## src/rtl/pwm_ps_pkg.sv

```systemverilog
`timescale 1ns/1ps
package pwm_ps_pkg;

   // byte distance between consecutive duty registers
   localparam int unsigned REG_STRIDE = 4;

   // run state of the shared time base
   typedef enum logic {
      PH_HALT = 1'b0,
      PH_RUN  = 1'b1
   } run_phase_e;

   function automatic int unsigned duty_offset(input int unsigned chan);
      return chan * REG_STRIDE;
   endfunction

endpackage

```

## src/rtl/pwm_ps_regs.sv

```systemverilog
`timescale 1ns/1ps
module pwm_ps_regs
   import pwm_ps_pkg::*;
#(
   parameter int unsigned NCH       = 4,
   parameter int unsigned CNT_W     = 8,
   parameter int unsigned PS_W      = 8,
   parameter int unsigned ADDR_W    = 8,
   parameter int unsigned DATA_W    = 32,
   parameter int unsigned CTRL_ADDR = 'h50,
   parameter int unsigned EN_BIT    = 9,
   parameter int unsigned PS_LO_LSB = 0,
   parameter int unsigned PS_HI_LSB = 11
) (
   input  logic                   clk,
   input  logic                   rst_n,
   input  logic                   wr_en,
   input  logic [ADDR_W-1:0]      wr_addr,
   input  logic [DATA_W-1:0]      wr_data,
   output logic [NCH*CNT_W-1:0]   duty_stage,
   output logic [PS_W-1:0]        ps_stage,
   output logic                   en_stage
);

   localparam int unsigned HALF_W = PS_W / 2;
   localparam logic [ADDR_W-1:0] CTRL_A = ADDR_W'(CTRL_ADDR);

   logic ctrl_hit;
   logic unused_wdata;

   assign ctrl_hit     = wr_en && (wr_addr == CTRL_A);
   assign unused_wdata = ^wr_data;

   always_ff @(posedge clk or negedge rst_n) begin
      if (!rst_n) begin
         ps_stage <= '0;
         en_stage <= 1'b0;
      end else if (ctrl_hit) begin
         ps_stage <= {wr_data[PS_HI_LSB +: HALF_W], wr_data[PS_LO_LSB +: HALF_W]};
         en_stage <= wr_data[EN_BIT];
      end
   end

   for (genvar n = 0; n < NCH; n++) begin : g_duty
      localparam logic [ADDR_W-1:0] DUTY_A = ADDR_W'(duty_offset(n));
      logic hit;
      assign hit = wr_en && (wr_addr == DUTY_A);
      always_ff @(posedge clk or negedge rst_n) begin
         if (!rst_n)
            duty_stage[n*CNT_W +: CNT_W] <= '0;
         else if (hit)
            duty_stage[n*CNT_W +: CNT_W] <= wr_data[CNT_W-1:0];
      end
   end

endmodule

```

## src/rtl/pwm_ps_timebase.sv

```systemverilog
`timescale 1ns/1ps
module pwm_ps_timebase
   import pwm_ps_pkg::*;
#(
   parameter int unsigned CNT_W = 8,
   parameter int unsigned PS_W  = 8
) (
   input  logic              clk,
   input  logic              rst_n,
   input  logic              en_req,
   input  logic [PS_W-1:0]   ps_stage,
   output logic              run,
   output logic              tick,
   output logic              frame_end,
   output logic              load,
   output logic [CNT_W-1:0]  frame_cnt,
   output logic [PS_W-1:0]   ps_act
);

   localparam logic [CNT_W-1:0] CNT_LAST = '1;

   run_phase_e       phase_q;
   logic [PS_W-1:0]  div_cnt;

   assign run       = (phase_q == PH_RUN);
   assign tick      = run && (div_cnt == ps_act);
   assign frame_end = tick && (frame_cnt == CNT_LAST);
   assign load      = !run || frame_end;

   always_ff @(posedge clk or negedge rst_n) begin
      if (!rst_n) begin
         phase_q   <= PH_HALT;
         div_cnt   <= '0;
         frame_cnt <= '0;
         ps_act    <= '0;
      end else begin
         phase_q <= en_req ? PH_RUN : PH_HALT;
         if (!run) begin
            div_cnt   <= '0;
            frame_cnt <= '0;
         end else if (tick) begin
            div_cnt   <= '0;
            frame_cnt <= frame_cnt + 1'b1;
         end else begin
            div_cnt   <= div_cnt + 1'b1;
         end
         if (load)
            ps_act <= ps_stage;
      end
   end

endmodule

```

## src/rtl/pwm_ps_chan.sv

```systemverilog
`timescale 1ns/1ps
module pwm_ps_chan #(
   parameter int unsigned CNT_W = 8
) (
   input  logic              clk,
   input  logic              rst_n,
   input  logic              load,
   input  logic              run,
   input  logic [CNT_W-1:0]  duty_stage,
   input  logic [CNT_W-1:0]  frame_cnt,
   output logic [CNT_W-1:0]  duty_act,
   output logic              pwm
);

   always_ff @(posedge clk or negedge rst_n) begin
      if (!rst_n)
         duty_act <= '0;
      else if (load)
         duty_act <= duty_stage;
   end

   assign pwm = run && (frame_cnt <= duty_act);

endmodule

```

## src/rtl/pwm_ps_top.sv

```systemverilog
`timescale 1ns/1ps
module pwm_ps_top #(
   parameter int unsigned NCH       = 4,
   parameter int unsigned CNT_W     = 8,
   parameter int unsigned PS_W      = 8,
   parameter int unsigned ADDR_W    = 8,
   parameter int unsigned DATA_W    = 32,
   parameter int unsigned CTRL_ADDR = 'h50,
   parameter int unsigned EN_BIT    = 9,
   parameter int unsigned PS_LO_LSB = 0,
   parameter int unsigned PS_HI_LSB = 11
) (
   input  logic               clk,
   input  logic               rst_n,
   input  logic               wr_en,
   input  logic [ADDR_W-1:0]  wr_addr,
   input  logic [DATA_W-1:0]  wr_data,
   output logic [NCH-1:0]     pwm_out
);

   localparam int unsigned HALF_W = PS_W / 2;

   if (NCH < 1 || NCH > 16) begin : g_bad_nch
      $error("pwm_ps_top: NCH out of range");
   end
   if (PS_W < 2 || (PS_W % 2) != 0) begin : g_bad_psw
      $error("pwm_ps_top: PS_W must be even and at least 2");
   end
   if (CNT_W < 2 || CNT_W > DATA_W) begin : g_bad_cnt
      $error("pwm_ps_top: CNT_W out of range");
   end
   if (PS_LO_LSB + HALF_W > PS_HI_LSB || PS_HI_LSB + HALF_W > DATA_W) begin : g_bad_fields
      $error("pwm_ps_top: prescaler fields overlap or exceed the data word");
   end
   if ((EN_BIT >= PS_LO_LSB && EN_BIT < PS_LO_LSB + HALF_W) ||
       (EN_BIT >= PS_HI_LSB && EN_BIT < PS_HI_LSB + HALF_W) || EN_BIT >= DATA_W) begin : g_bad_en
      $error("pwm_ps_top: enable bit collides with a prescaler field");
   end
   if (NCH * pwm_ps_pkg::REG_STRIDE > CTRL_ADDR) begin : g_bad_map
      $error("pwm_ps_top: duty registers reach the control address");
   end

   logic [NCH*CNT_W-1:0] duty_stage;
   logic [NCH*CNT_W-1:0] duty_act_all;
   logic [PS_W-1:0]      ps_stage;
   logic [PS_W-1:0]      ps_act;
   logic                 en_stage;
   logic                 run;
   logic                 tick;
   logic                 frame_end;
   logic                 load;
   logic [CNT_W-1:0]     frame_cnt;

   pwm_ps_regs #(
      .NCH(NCH), .CNT_W(CNT_W), .PS_W(PS_W), .ADDR_W(ADDR_W), .DATA_W(DATA_W),
      .CTRL_ADDR(CTRL_ADDR), .EN_BIT(EN_BIT), .PS_LO_LSB(PS_LO_LSB), .PS_HI_LSB(PS_HI_LSB)
   ) u_regs (
      .clk        (clk),
      .rst_n      (rst_n),
      .wr_en      (wr_en),
      .wr_addr    (wr_addr),
      .wr_data    (wr_data),
      .duty_stage (duty_stage),
      .ps_stage   (ps_stage),
      .en_stage   (en_stage)
   );

   pwm_ps_timebase #(.CNT_W(CNT_W), .PS_W(PS_W)) u_tb (
      .clk       (clk),
      .rst_n     (rst_n),
      .en_req    (en_stage),
      .ps_stage  (ps_stage),
      .run       (run),
      .tick      (tick),
      .frame_end (frame_end),
      .load      (load),
      .frame_cnt (frame_cnt),
      .ps_act    (ps_act)
   );

   for (genvar n = 0; n < NCH; n++) begin : g_chan
      pwm_ps_chan #(.CNT_W(CNT_W)) u_chan (
         .clk        (clk),
         .rst_n      (rst_n),
         .load       (load),
         .run        (run),
         .duty_stage (duty_stage[n*CNT_W +: CNT_W]),
         .frame_cnt  (frame_cnt),
         .duty_act   (duty_act_all[n*CNT_W +: CNT_W]),
         .pwm        (pwm_out[n])
      );
   end

endmodule

```

## config.mk

```make
export PLATFORM = sky130hd
export DESIGN_NAME = pwm_ps_top
export DESIGN_NICKNAME = d
export VERILOG_FILES = /design/src/rtl/pwm_ps_pkg.sv /design/src/rtl/pwm_ps_regs.sv /design/src/rtl/pwm_ps_timebase.sv /design/src/rtl/pwm_ps_chan.sv /design/src/rtl/pwm_ps_top.sv
export SDC_FILE = /design/constraint.sdc
export NUM_CORES = 1
export LEC_CHECK = 0
export BUFFER_PORTS_ARGS = -buffer_cell sky130_fd_sc_hd__buf_2
export CAP_MARGIN = 0
export CORE_UTILIZATION = 35
export CTS_BUF_LIST = sky130_fd_sc_hd__clkbuf_4
export DETAILED_ROUTE_END_ITERATION = 16
export PLACE_DENSITY = 0.48
export SYNTH_ARGS = -nofsm -noshare
export SYNTH_HDL_FRONTEND = slang
export SYNTH_SLANG_ARGS = --single-unit
```

## constraint.sdc

```tcl
create_clock -name clk -period 2.4 [get_ports clk]
set_clock_uncertainty 0.05 [all_clocks]
set_input_delay 0.48 -clock clk [delete_from_list [all_inputs] [get_ports clk]]
set_output_delay 0.48 -clock clk [all_outputs]
set_load 0.05 [all_outputs]
```

* Word level (Yosys, flattened, before mapping)
Cells that the tools add are included.
** Word-level totals
- Bits in registers :: 98
- Input bits :: 43
- Output and inout bits :: 4
** Operators by class
- Add/subtract/negate cells :: 2
- Order comparisons :: 4
- Equality and inequality tests :: 7
- Mux-type cells :: 5
- Reduce and logical (&&, ||, !) cells :: 14
** Operator list (count)
- 8-bit <= comparator :: 4
- 8-bit two-way mux :: 4
- 8-bit by 1-bit adder with 8-bit output, second input constant :: 2
- 8-bit by 4-bit == test with 1-bit output, second input constant :: 2
- 1-bit logical AND :: 11
- 8-bit by 3-bit == test with 1-bit output, second input constant :: 1
- 8-bit by 7-bit == test with 1-bit output, second input constant :: 1
- 8-bit == test :: 1
- 8-bit == test, second input constant :: 1
- 8-bit logical NOT :: 1
- 2-bit by 1-bit != test with 1-bit output, second input constant :: 1
- 1-bit logical NOT :: 1
- 1-bit logical OR :: 1
- 1-bit two-way mux :: 1

* Depth between registers and ports, before layout
Gate-level depths: netlist of the first run.
- Depth in word-level cells :: 4
- Gate-level depth with buffers :: 8
- Depth with buffers taken out :: 7

* Modules after synthesis
A second synthesis of the first run with hierarchy kept.
** Second synthesis, totals
- Cells, all modules :: 417
- Area total of the unflattened synthesis :: 4812.1 µm²
** Modules (own cells, without submodules)
- pwm_ps_chan :: times used 4, cells an instance 53, area each 483.0 µm², sequential area each 200.2 µm²
- pwm_ps_regs :: times used 1, cells an instance 93, area each 1615.3 µm², sequential area each 1026.0 µm²
- pwm_ps_timebase :: times used 1, cells an instance 112, area each 1265.0 µm², sequential area each 625.6 µm²

* Least setup slack after synthesis of the first run
OpenSTA, ideal clock, no wires.
- Path type :: register to register
- Start point :: register u_tb.div_cnt[2]
- End point :: register g_chan[0].u_chan.duty_act[0]
- Library setup time :: 0.125 ns
- Data arrival time :: 2.033 ns
- Required time :: 2.225 ns
- Slack :: 0.192 ns
- Stages on the path, launching flop included :: 7
- Path buffers :: 1
- Period minus slack after synthesis :: 2.208 ns
- Cell sequence :: dfrtp_1 > xor2_1 > nor4_2 > nand2_2 > o41ai_4 > buf_6 > mux2_4
** Between the ends
- Word-level cells in the longest chain between the ends :: 4
** RTL lines
- from (decl) :: RTL line pwm_ps_timebase.sv:23 : logic [PS_W-1:0] div_cnt;
- from (signal assigned) :: RTL line pwm_ps_timebase.sv:45 : div_cnt <= div_cnt + 1'b1;
- 8-bit == test :: RTL line pwm_ps_timebase.sv:26 : assign tick = run && (div_cnt == ps_act);
- 1-bit logical AND :: RTL line pwm_ps_timebase.sv:26
- 1-bit logical AND :: RTL line pwm_ps_timebase.sv:27 : assign frame_end = tick && (frame_cnt == CNT_LAST);
- 1-bit logical OR :: RTL line pwm_ps_timebase.sv:28 : assign load = !run || frame_end;
- to (signal assigned) :: RTL line pwm_ps_chan.sv:19 : duty_act <= duty_stage;
- to (decl) :: RTL line pwm_ps_chan.sv:11 : output logic [CNT_W-1:0] duty_act,
Every way passes these cells.
A chain may end at the register's enable or synchronous reset.

* Worst setup path in the final report of the first run
- Start point :: register u_tb.frame_cnt[1]
- End point :: output pwm_out[3]
** Between the ends
- Word-level cells in the longest chain between the ends :: 2
** RTL lines
- from (decl) :: RTL line pwm_ps_timebase.sv:16 : output logic [CNT_W-1:0] frame_cnt,
- from (signal assigned) :: RTL line pwm_ps_timebase.sv:43 : frame_cnt <= frame_cnt + 1'b1;
- 8-bit <= comparator :: RTL line pwm_ps_chan.sv:22 : assign pwm = run && (frame_cnt <= duty_act);
- 1-bit logical AND :: RTL line pwm_ps_chan.sv:22
- to (decl) :: RTL line pwm_ps_top.sv:18 : output logic [NCH-1:0] pwm_out
Every way passes these cells.

==> run summary, run 1 <==
The number of buffers added by the clock tree synthesis step came out at 9. At the pin with the least slew margin, the transition time is 465 ps. For the final routed database, the setup TNS stands at -1080 ps.

The pin count of the biggest net entering global routing is 36. The post-synthesis sequential area ratio is 49.9%. The share of post-route cells with drive strength above 1 is 39.7%. The routed design has 10100 µm of wire. The worst path buffer plus inverter count is 2. The vertical die dimension came out at 121 µm.

The effective utilization at floorplan is 36.5%. Row generation in the floorplan step produced 42 rows. The top-level I/O count is 47. The tightest min-delay check is of the in2reg type. The post-route fraction of the period consumed by the critical path is 112%. Summed over all nets, the switching power comes to 0.814 mW. The x dimension of the die came out at 121 µm. The number of warnings printed during yosys synthesis is 0. The first global-routing pass estimated 16900 µm of wire. The minimum setup slack in the final design is -293 ps. The number of detailed-routing iterations run before antenna repair is 4. The clock latency reported for the late side of the worst-skew pair is 470 ps. The data arrival at the endpoint of the critical path is 2160 ps. The cell count after synthesis is 381.

The share of total power consumed by net switching came out at 26.5%. Of the total power, the clock network draws 27.8%. The count of unique library cells instantiated by Yosys came out at 37. The final critical path time including I/O delays and setup came out at 2690 ps. sky130_fd_sc_hd__dfrtp_1 is the most common cell in the netlist. The final global-route overflow total came out at 0.

Wire segments on met2 add up to 4710 µm in the final route. The most frequently used flop master after synthesis is sky130_fd_sc_hd__dfrtp_1. The detailed-route DRC error count is 0.

Summed over all cells, the static leakage comes to 2.99 nW. IR analysis of the VDD net gives a maximum drop of 268 µV. The largest stage delay on the critical path is 420 ps. The design internal power is 2.26 mW. The maximum clock insertion buffer count is 2.

The share of synthesized registers carrying an async set or reset is 100%. The die area is 14500 µm². After detailed routing, the wire length on met1 is 5050 µm. The count of nets after finishing came out at 519. The worst setup path is launched from a register. The met3 routed wirelength is 211 µm. The DRC violation total after the first TritonRoute iteration came out at 79. The total power draw is 3.07 mW.

The half-perimeter wire length after detailed placement is 7350 µm. Walking the worst path, the cells encountered are buf_12, ha_4, nor2b_4, o211ai_1, a21oi_1, o22a_1, nor2_2, buf_6. Dividing the detail-routed wire length by the instance count gives 16.3 µm.

The post-placement setup slack came out at 13.5 ps. The number of nets handed over by synthesis was 458. Relative to the synthesized area, the layout overhead comes to 18.2%. The level count of the clock H-tree came out at 3. The final-report setup violation count is 4.

The top cell type by area accounts for 49.9% of the synthesized area. TritonCTS built the clock tree. The total via count after detailed routing is 2998. Measured on the finished design, the core utilization comes to 43.2%.

The number of pins exceeding their max-slew limit in the final report came out at 0. The number of antenna diodes came out at 0. The final hold slack is 178 ps.

By count the netlist is led by sky130_fd_sc_hd__dfrtp_1, sky130_fd_sc_hd__mux2_2, sky130_fd_sc_hd__mux2_4, sky130_fd_sc_hd__ha_1, sky130_fd_sc_hd__inv_1. Synthesis inferred 98 register bits. In this design, the largest share of critical-path delay is due to compound AO/OA/AOI/OAI gates. The number of antenna violations at the first check in global routing came to 0.

The run finished, with violations left. The number of global-route vias before repair came out at 3176. The largest individual stage delay along the critical path comes from the cell sky130_fd_sc_hd__dfrtp_1. The floorplan step defined a core boundary enclosing 13500 µm². The worst slew margin relative to its limit is 69.0%. The count of flip-flops with a built-in enable after synthesis is 0. The ratio of total power to cell area is 529 nW/µm². The fmax came out at 371 MHz. The maximum fanout along the worst path is 5. Setup repair after global routing could not meet its margin everywhere.

Once detail routing completed, the nets flagged for antenna violations numbered 0. The count of port buffers added during placement came out at 27. Clock tree synthesis found a total of 98 sinks. After synthesis, the cell types taking the most area are sky130_fd_sc_hd__dfrtp_1, sky130_fd_sc_hd__mux2_4, sky130_fd_sc_hd__mux2_2. After detailed routing, no signal wire sits above met4. The type of destination of the critical path is an output port. The critical path required time came out at 1870 ps.

The critical path class is reg2out. The final reports fail on negative setup slack. Clock tree synthesis selected as its root buffer the cell sky130_fd_sc_hd__clkbuf_4. The combined area of all synthesized cells is 4910 µm². A synthesized cell averages 12.9 µm².

The hold violation total from the final report is 0. Combinational cells account for 14.8% of the total power. The per-cell via count in the routed design came out at 4.82. The global routing usage summed across all routing layers came out at 15.8%. The clock transition at the registers of the reported paths is 150 ps. The tool flagged a number of max-cap violations equal to 0. At the end of routability-driven placement, the weighted congestion stood at 0.732. The part of the total power dissipated in sequential elements came out at 57.4%. The largest total area in the synthesized netlist belongs to sky130_fd_sc_hd__dfrtp_1.
state kept, by name (all words and copies together), names as in the netlist:
| register | flops |
|---|---|
| g_chan.u_chan.duty_act | 32 |
| u_regs.duty_stage | 32 |
| u_regs.en_stage | 1 |
| u_regs.ps_stage | 8 |
| u_tb.div_cnt | 8 |
| u_tb.frame_cnt | 8 |
| u_tb.ps_act | 8 |
| u_tb.run | 1 |
per-stage QoR:
step / std cells / area, µm²
floorplan: 381 / 4910
global placement: 598 / 5460
detailed placement: 598 / 5460
CTS: 615 / 5700
global route: 622 / 5810
finish: 622 / 5810
worst register-to-register path, stage by stage (launching register included):
cell                      delay (ps)
sky130_fd_sc_hd__dfrtp_1         400
sky130_fd_sc_hd__buf_12          140
sky130_fd_sc_hd__buf_4           120
sky130_fd_sc_hd__ha_1            170
sky130_fd_sc_hd__and2_1          150
sky130_fd_sc_hd__nand2_1          90
sky130_fd_sc_hd__o41ai_4         330
sky130_fd_sc_hd__buf_6           210
sky130_fd_sc_hd__buf_12          170
sky130_fd_sc_hd__mux2_4          310
cell usage in the layout, fill, tap and decap left out, drive strengths merged, types with 5 or more instances in the layout:
cell type	count
nor2	17
ha	34
mux2	81
nand2	15
xor2	12
buf	59
and3	5
clkinv	5
dfrtp	98
o21ai	5
clkbuf	10
nand4	10
nand3	7
a21oi	19
inv	31
worst paths after layout:
path	startpoint	cells after the start	endpoint	slack, ps
min	wr_data[14]	2	u_regs.ps_stage[7]	180
min reg2reg	u_regs.en_stage	0	u_tb.run	370
max reg2reg	u_tb.frame_cnt[1]	9	g_chan[2].u_chan.duty_act[5]	150
max	u_tb.frame_cnt[1]	8	pwm_out[3]	-290
max in group asynchronous	rst_n	3	g_chan[2].u_chan.duty_act[4]	1330
min in group asynchronous	rst_n	2	g_chan[3].u_chan.duty_act[0]	430
routing by layer:
metal  vias up  global-route usage [%]
met3        14                    2.97
met5         -                       0
met1      1491                    21.5
met4         0                    6.94
li1       1459                       -
met2        34                    24.3
cells by family (layout without fill, tap and decap cells):
kind of cell / count (synthesis) / in the layout / share of synthesized area [%]
AOI/OAI and AO/OA: 35 / 35 / 4.58
xor gates and xnor gates: 16 / 16 / 2.85
adders and majority gates: 34 / 34 / 8.66
buffers and inverters: 43 / 108 / 4.23
DFF: 98 / 98 / 49.9
muxes: 83 / 83 / 22.0
and+or+nand+nor: 72 / 72 / 7.76
what timing repair did:
| action | CTS | global route |
|---|---|---|
| setup endpoints to repair | 29 | 39 |
| hold endpoints to repair | 30 | 0 |
| hold buffers | 1 | 0 |
| pin swaps | 12 | 9 |
| resized for setup | 23 | 9 |
| gates cloned | 0 | 1 |
| setup buffers | 1 | 6 |
power groups by stage:
stage | clock network (mW) | logic (mW) | registers [mW]
2_1_floorplan | 0 | 0.271 | 1.78
3_5_place_dp | 0 | 0.417 | 1.79
6_report | 0.853 | 0.456 | 1.76
3_3_place_gp | 0 | 0.407 | 1.79
4_1_cts | 0.898 | 0.438 | 1.76
5_1_grt | 0.967 | 0.508 | 1.77
area by class of cell:
cell class                 count  area (µm²)
inverter                      32         120
sequential                    98        2460
clock inverter                 6        58.8
tap                          176         220
clock buffer                   9        67.6
fill                        1290        7650
multi-input combinational    240        2350
timing repair buffer          61         529
No activity file was read; power rests on OpenSTA's default activity.
==> run 2, diff against run 1 <==
Settings changed: CORE_UTILIZATION 35 to 60, PLACE_DENSITY 0.48 to 0.77, SLEW_MARGIN from default to 20, SYNTH_HIERARCHICAL from default to 1.
==> run summary, run 2 <==
The cell count after synthesis is 414. Subtracting the final worst setup slack from the clock period gives 2640 ps. The final global-route overflow total is 0. Clock tree synthesis selected as its root buffer the cell sky130_fd_sc_hd__clkbuf_4. The clock passes through at most 2 buffers.

The wire length of the first global-routing pass is 16200 µm. The clock latency reported for the late side of the worst-skew pair came out at 450 ps. The pin slew with the least headroom to its limit came out at 560 ps. Entering global routing, the biggest net connects 43 pins. After clock tree synthesis, the clock-pin slew on the worst setup and hold paths is 150 ps. The number of pins exceeding their max-slew limit in the final report is 0. The floorplan has 32 rows. The worst supply voltage drop on vdd came out at 366 µV.

The number of nets in the synthesized netlist is 491. The post-detailed-route count of antenna-violating nets came out at 0. The summed negative setup slack over all endpoints came out at -912 ps. The DRC violation total after the first TritonRoute iteration came out at 164. The worst setup path is captured at an output port. The placeable core area came out at 7730 µm².

The global routing usage summed across all routing layers is 25.9%. The final estimated routing congestion in global placement came out at 0.834. The tightest min-delay check is of the in2reg type. The mean instance size in the synthesized netlist came out at 11.6 µm². The number of clock sinks is 98. The floorplan step defined a die boundary enclosing 8350 µm². The multi-input logic area came out at 2310 µm². From bottom edge to top edge, the die measures 91.4 µm. The largest registers in the layout are g_chan.u_chan/duty_act x32, u_regs/duty_stage x32. The setup path with the least slack is of type reg2out.

The count of port buffers added during placement is 27. The flow ran to the end, but the final reports show violations. The share of post-route cells with drive strength above 1 came out at 31.8%. For this design the static power due to leakage is 2.56 nW. Setup violations remaining at the end of the flow were counted as 4. Data on the critical path arrives at its endpoint at 2110 ps. The first detailed-routing pass took 4 iterations. The top-level I/O count came out at 47. The number of buffers added by the clock tree synthesis step came out at 9. The number of antenna diodes came out at 0. The hold violation total from the final report came out at 0.

Leaving out fill and tap cells, the most frequent cells in the layout are sky130_fd_sc_hd__dfrtp_1, sky130_fd_sc_hd__mux2_2, sky130_fd_sc_hd__inv_1, sky130_fd_sc_hd__nand2_1, sky130_fd_sc_hd__o21ai_0. TritonCTS built the clock tree. The final critical path takes up 110% of the cycle. The number of global-route vias before repair was 3284.

The checks that failed: negative setup slack. In the final design database the tool counted 541 nets. The post-detailed-route wirelength per cell came out at 17.8 µm. Setup repair after global routing could not meet its margin everywhere. The die is 91.4 µm wide. The footprint of the flip-flops and latches is 2460 µm². Of all nets on the critical path, the largest fanout is 5. Static timing analysis puts the maximum clock frequency at 378 MHz.

The per-cell via count in the routed design is 5.87. The post-placement setup slack is 102 ps. Yosys printed 6 warnings.

The detailed-route DRC error count is 0. Data on the critical path is required at its endpoint by 1870 ps. The number of antenna violations at the first check in global routing came out at 0. Across all setup checks in the final design, the least slack found is -243 ps.

Fill cells in the final layout number 545. The clock tree synthesis step divided the H-tree into 3 levels. The final hold slack came out at 184 ps. STA classifies the critical path startpoint as a register. The relative area change from synthesis to final layout is 15.0%.

The initial utilization of the core area, before any placement, comes to 62.1%. The worst slew margin relative to its limit is 62.7%. In this run the power density over the cells is 534 nW/µm². Power comes to 2.94 mW. The total via count after detailed routing is 3353. After legalization and detailed placement, the total HPWL measured 7010 µm. Leaving out fill and tap cells, the most frequent cell in the layout is sky130_fd_sc_hd__dfrtp_1.

Max-cap violations in this run came to 0. Summed over all layers, the routed wires come to 10200 µm. In this run the cell area of the synthesized design comes to 4800 µm².
==> run 2: stage by stage <==
| step | utilization (%) | area, µm² | cells |
|---|---|---|---|
| floorplan | - | 4820 | 414 |
| global placement | 66.6 | 5150 | 545 |
| detailed placement | 66.6 | 5150 | 545 |
| CTS | 70.2 | 5420 | 568 |
| global route | 71.4 | 5520 | 571 |
| finish | 71.4 | 5520 | 571 |
==> run 2: worst paths after layout <==
check                                   from                           end  slack [ps]  cells after the start
max in group asynchronous              rst_n             u_tb/frame_cnt[6]        1160                      3
max                        u_tb/frame_cnt[7]                    pwm_out[2]        -240                      5
min                               wr_data[9]               u_regs/en_stage         180                      2
min in group asynchronous              rst_n  g_chan[3].u_chan/duty_act[5]         500                      2
min reg2reg                  u_regs/en_stage                      u_tb/run         360                      0
max reg2reg                u_tb/frame_cnt[1]  g_chan[2].u_chan/duty_act[5]         140                      9
==> run 2: worst max-delay path, stage by stage, from the launching register on <==
cell                      delay [ps]
sky130_fd_sc_hd__dfrtp_2         520
sky130_fd_sc_hd__ha_1            340
sky130_fd_sc_hd__nand4_1         150
sky130_fd_sc_hd__or3_1           380
sky130_fd_sc_hd__o31ai_2          80
sky130_fd_sc_hd__buf_6           200
==> run 2: area by class of cell <==
cell class | count | area share [%]
sequential | 98 | 44.6
multi-input combinational | 270 | 41.9
timing repair buffer | 48 | 6.53
inverter | 37 | 2.52
tap | 102 | 2.31
clock buffer | 10 | 1.36
clock inverter | 6 | 0.749
==> run 2: layer usage <==
metal / GRT usage (%) / vias up / part of all wire [%]
met5: 0 / - / 0
met4: 10.6 / 0 / 2.0
met3: 4.69 / 18 / 3.2
met2: 43.7 / 71 / 52
met1: 32.8 / 1713 / 43
li1: - / 1551 / -
==> run 2: repair_timing <==
item	CTS	global route
pin swaps	7	7
gates resized for setup	22	9
buffers inserted	6	3
hold endpoints to repair	40	0
cloned	0	0
hold buffers	1	0
setup endpoints to repair	4	4
==> run 2: where the power goes <==
group | internal, mW | switching [mW] | total [mW]
Sequential | 1.72 | 0.0386 | 1.76
Combinational | 0.172 | 0.231 | 0.404
Clock | 0.226 | 0.556 | 0.782
==> run 3, diff against run 2 <==
Settings changed: ABC_AREA from default to 1, PLACE_DENSITY 0.77 to 0.76, SETUP_SLACK_MARGIN from default to 0.4.
==> run summary, run 3 <==
The run finished, with violations left. The number of antenna violations at the first check in global routing is 0. The final critical path takes up 111% of the cycle.

The number of warnings printed during yosys synthesis came out at 6. The number of maximum-capacitance constraint violations is 0. Measured along the y axis, the die boundary spans 94.9 µm. The type of destination of the critical path is an output port. The critical path goes through ha_4, nand2_2, nor2_4, nand4_1, a21oi_4, buf_6. The number of clock sinks is 98.

The top-level I/O count came out at 47. The critical path required time is 1870 ps. Across all layers, the routed design uses 4607 vias.

The met1 layer usage reported by global route is 42.8%. The wire length reported by the detailed router came out at 14000 µm. Setup repair after global routing could not meet its margin everywhere. After detailed routing, the number of vias per cell comes to 5.69.

In the final timing run, aggregate negative setup slack is -779 ps. Summing every instance area after synthesis gives 5180 µm². The minimum setup slack in the final design is -265 ps. The floorplan step defined a die boundary enclosing 9000 µm². TritonCTS built the clock tree. Counting the buffers created by CTS gives 9. At the pin with the least slew margin, the transition time is 502 ps. The final estimated routing congestion in global placement came out at 0.840. The number of pins exceeding their max-slew limit in the final report is 0. The count of nets after finishing came out at 777. The ratio of total power to cell area came out at 500 nW/µm². In the final routed layout, each cell accounts on average for 17.3 µm. The half-perimeter wire length after detailed placement came out at 7760 µm. The worst path buffer plus inverter count came out at 1. STA classifies the critical path startpoint as a register. The final cell count without fillers is 810.

The data arrival at the endpoint of the critical path came out at 2140 ps. The top cell types in the final layout, fill and taps aside, are sky130_fd_sc_hd__nand2_1, sky130_fd_sc_hd__dfrtp_1, sky130_fd_sc_hd__inv_1, sky130_fd_sc_hd__nand3_1, sky130_fd_sc_hd__o21ai_0. The setup path with the least slack is of type reg2out.

The post-detailed-route count of antenna-violating nets came out at 0. The number of antenna diodes is 0. The pin count of the biggest net entering global routing came out at 65.

The post-route netlist has 26.1% of its cells at a drive strength greater than 1. Global routing consumed, on the met2 layer, 50.6% of the routing resources. The final global-route overflow total is 0. Before antenna repair, the detailed router went through 5 iterations. The commonest non-fill, non-tap cell in the layout is sky130_fd_sc_hd__nand2_1.

The detailed-route DRC error count is 0. The checks that failed: negative setup slack. The post-placement setup slack came out at 191 ps.

The hold violation total from the final report came out at 0. The clock latency reported for the late side of the worst-skew pair is 460 ps. The wire length of the first global-routing pass is 21500 µm. The final core utilization is 78.4%. The count of fill cells added during filler insertion is 519. Setup violations remaining at the end of the flow were counted as 4. Across the VDD grid, the largest voltage drop is 393 µV. The floorplan has 33 rows. The cell count after synthesis came out at 634. The met3 global-route usage came out at 6.20%. The global routing usage summed across all routing layers is 31.9%. No sink is reached through more buffers than the 2 on the longest clock path. The tightest min-delay check is of the in2reg type. After synthesis, the mean cell area works out to 8.16 µm².

The number of nets in the synthesized netlist is 711. The relative area change from synthesis to final layout is 25.6%. The final critical path time including I/O delays and setup came out at 2670 ps. The count of placed standard cells including taps came out at 765. The number of global-route vias before repair is 4375. For this design the static power due to leakage is 3.31 nW. The peak-usage layer in the global routing report is met2. Clock-pin slew was measured on the worst setup and hold paths at 150 ps. The DRC violation total after the first TritonRoute iteration is 298. The kind of cell with the highest combined delay along the critical path is flip-flops.

The maximum fanout along the worst path came out at 5. The placeable core area is 8300 µm². For this design, the slowest cell found on the critical path is sky130_fd_sc_hd__dfrtp_2. The cell sitting at the root of the clock tree is a sky130_fd_sc_hd__clkbuf_4. The x dimension of the die is 94.9 µm.

In the final layout, the registers with the most flip-flops are g_chan.u_chan/duty_act x32, u_regs/duty_stage x32. The worst slew margin relative to its limit is 66.5%. The H-tree was split into 3 levels. The fmax is 375 MHz. The largest stage delay on the critical path is 550 ps. The effective utilization at floorplan is 62.4%. The count of port buffers added during placement came out at 27.
## run 3: cell types whose count changed in the layout (fill, tap and decap cells not counted), sizes merged, moves of 5 or more
| cell | previous run | this run |
|---|---|---|
| buf | 47 | 64 |
| xnor2 | 10 | 0 |
| mux2 | 53 | 4 |
| nor2 | 13 | 39 |
| a21o | 0 | 5 |
| o31ai | 6 | 0 |
| nand4 | 9 | 15 |
| nand3 | 12 | 49 |
| nand2b | 8 | 0 |
| inv | 38 | 92 |
| nand2 | 36 | 232 |
| or3 | 6 | 0 |
## run 3: power by group
group,switching (mW),internal [mW]
logic,0.358,0.208
registers,0.0439,1.72
clock network,0.591,0.328
## run 3: area by class of cell
type | count | area (µm²) | area share, %
Inverter | 89 | 337 | 5.18
Multi-Input combinational cell | 435 | 2780 | 42.8
Tap cell | 105 | 131 | 2.02
Timing Repair Buffer | 67 | 647 | 9.95
Sequential cell | 98 | 2460 | 37.9
Clock inverter | 7 | 76.3 | 1.17
Clock buffer | 9 | 67.6 | 1.04
## run 3: metal layers
metal / up-vias / part of all wire, % / wire length (µm)
met5: - / 0 / 0
met2: 214 / 48 / 6710
li1: 2129 / - / -
met4: 0 / 3.3 / 461
met3: 42 / 6.5 / 914
met1: 2222 / 42 / 5900
## run 3: path summary, 6_finish.rpt
kind	slack, ps	to	cells past startpoint	from
setup reg to reg	210	g_chan[1].u_chan/duty_act[2]	13	u_tb/frame_cnt[1]
hold / removal	230	u_regs/en_stage	3	wr_data[9]
max in group asynchronous	1390	u_tb/frame_cnt[3]	3	rst_n
setup / recovery	-270	pwm_out[0]	6	u_tb/frame_cnt[5]
min in group asynchronous	320	g_chan[3].u_chan/duty_act[6]	2	rst_n
hold reg to reg	360	u_tb/run	0	u_regs/en_stage
## run 3: through the flow
stage	hold WS, ps	cell area (µm²)	total power, mW
6_report	226	6500	3.25
5_1_grt	190	6500	3.39
4_1_cts	201	6330	3.18
3_5_place_dp	277	5500	2.20
3_3_place_gp	280	5500	2.18
2_1_floorplan	134	5230	2.06
## run 3: worst reg2reg max path, stage by stage, from the launching register on
cell and delay, ps:
sky130_fd_sc_hd__dfrtp_2 420, sky130_fd_sc_hd__buf_6 140, sky130_fd_sc_hd__buf_6 100, sky130_fd_sc_hd__ha_4 140, sky130_fd_sc_hd__nand3_2 110, sky130_fd_sc_hd__nor2_4 110, sky130_fd_sc_hd__nand2_2 90, sky130_fd_sc_hd__nor2_4 140
sky130_fd_sc_hd__inv_2 60, sky130_fd_sc_hd__o21ai_4 230, sky130_fd_sc_hd__buf_6 160, sky130_fd_sc_hd__bufbuf_16 250, sky130_fd_sc_hd__nand2_1 60, sky130_fd_sc_hd__o21ai_0 70
## run 3: repair_timing
| item | in CTS | in global routing |
|---|---|---|
| gates cloned | 4 | 0 |
| hold buffers | 1 | 0 |
| setup buffers | 17 | 7 |
| hold endpoints to repair | 9 | 0 |
| gates resized for setup | 69 | 34 |
| pin swaps | 34 | 32 |
| setup endpoints to repair | 42 | 44 |
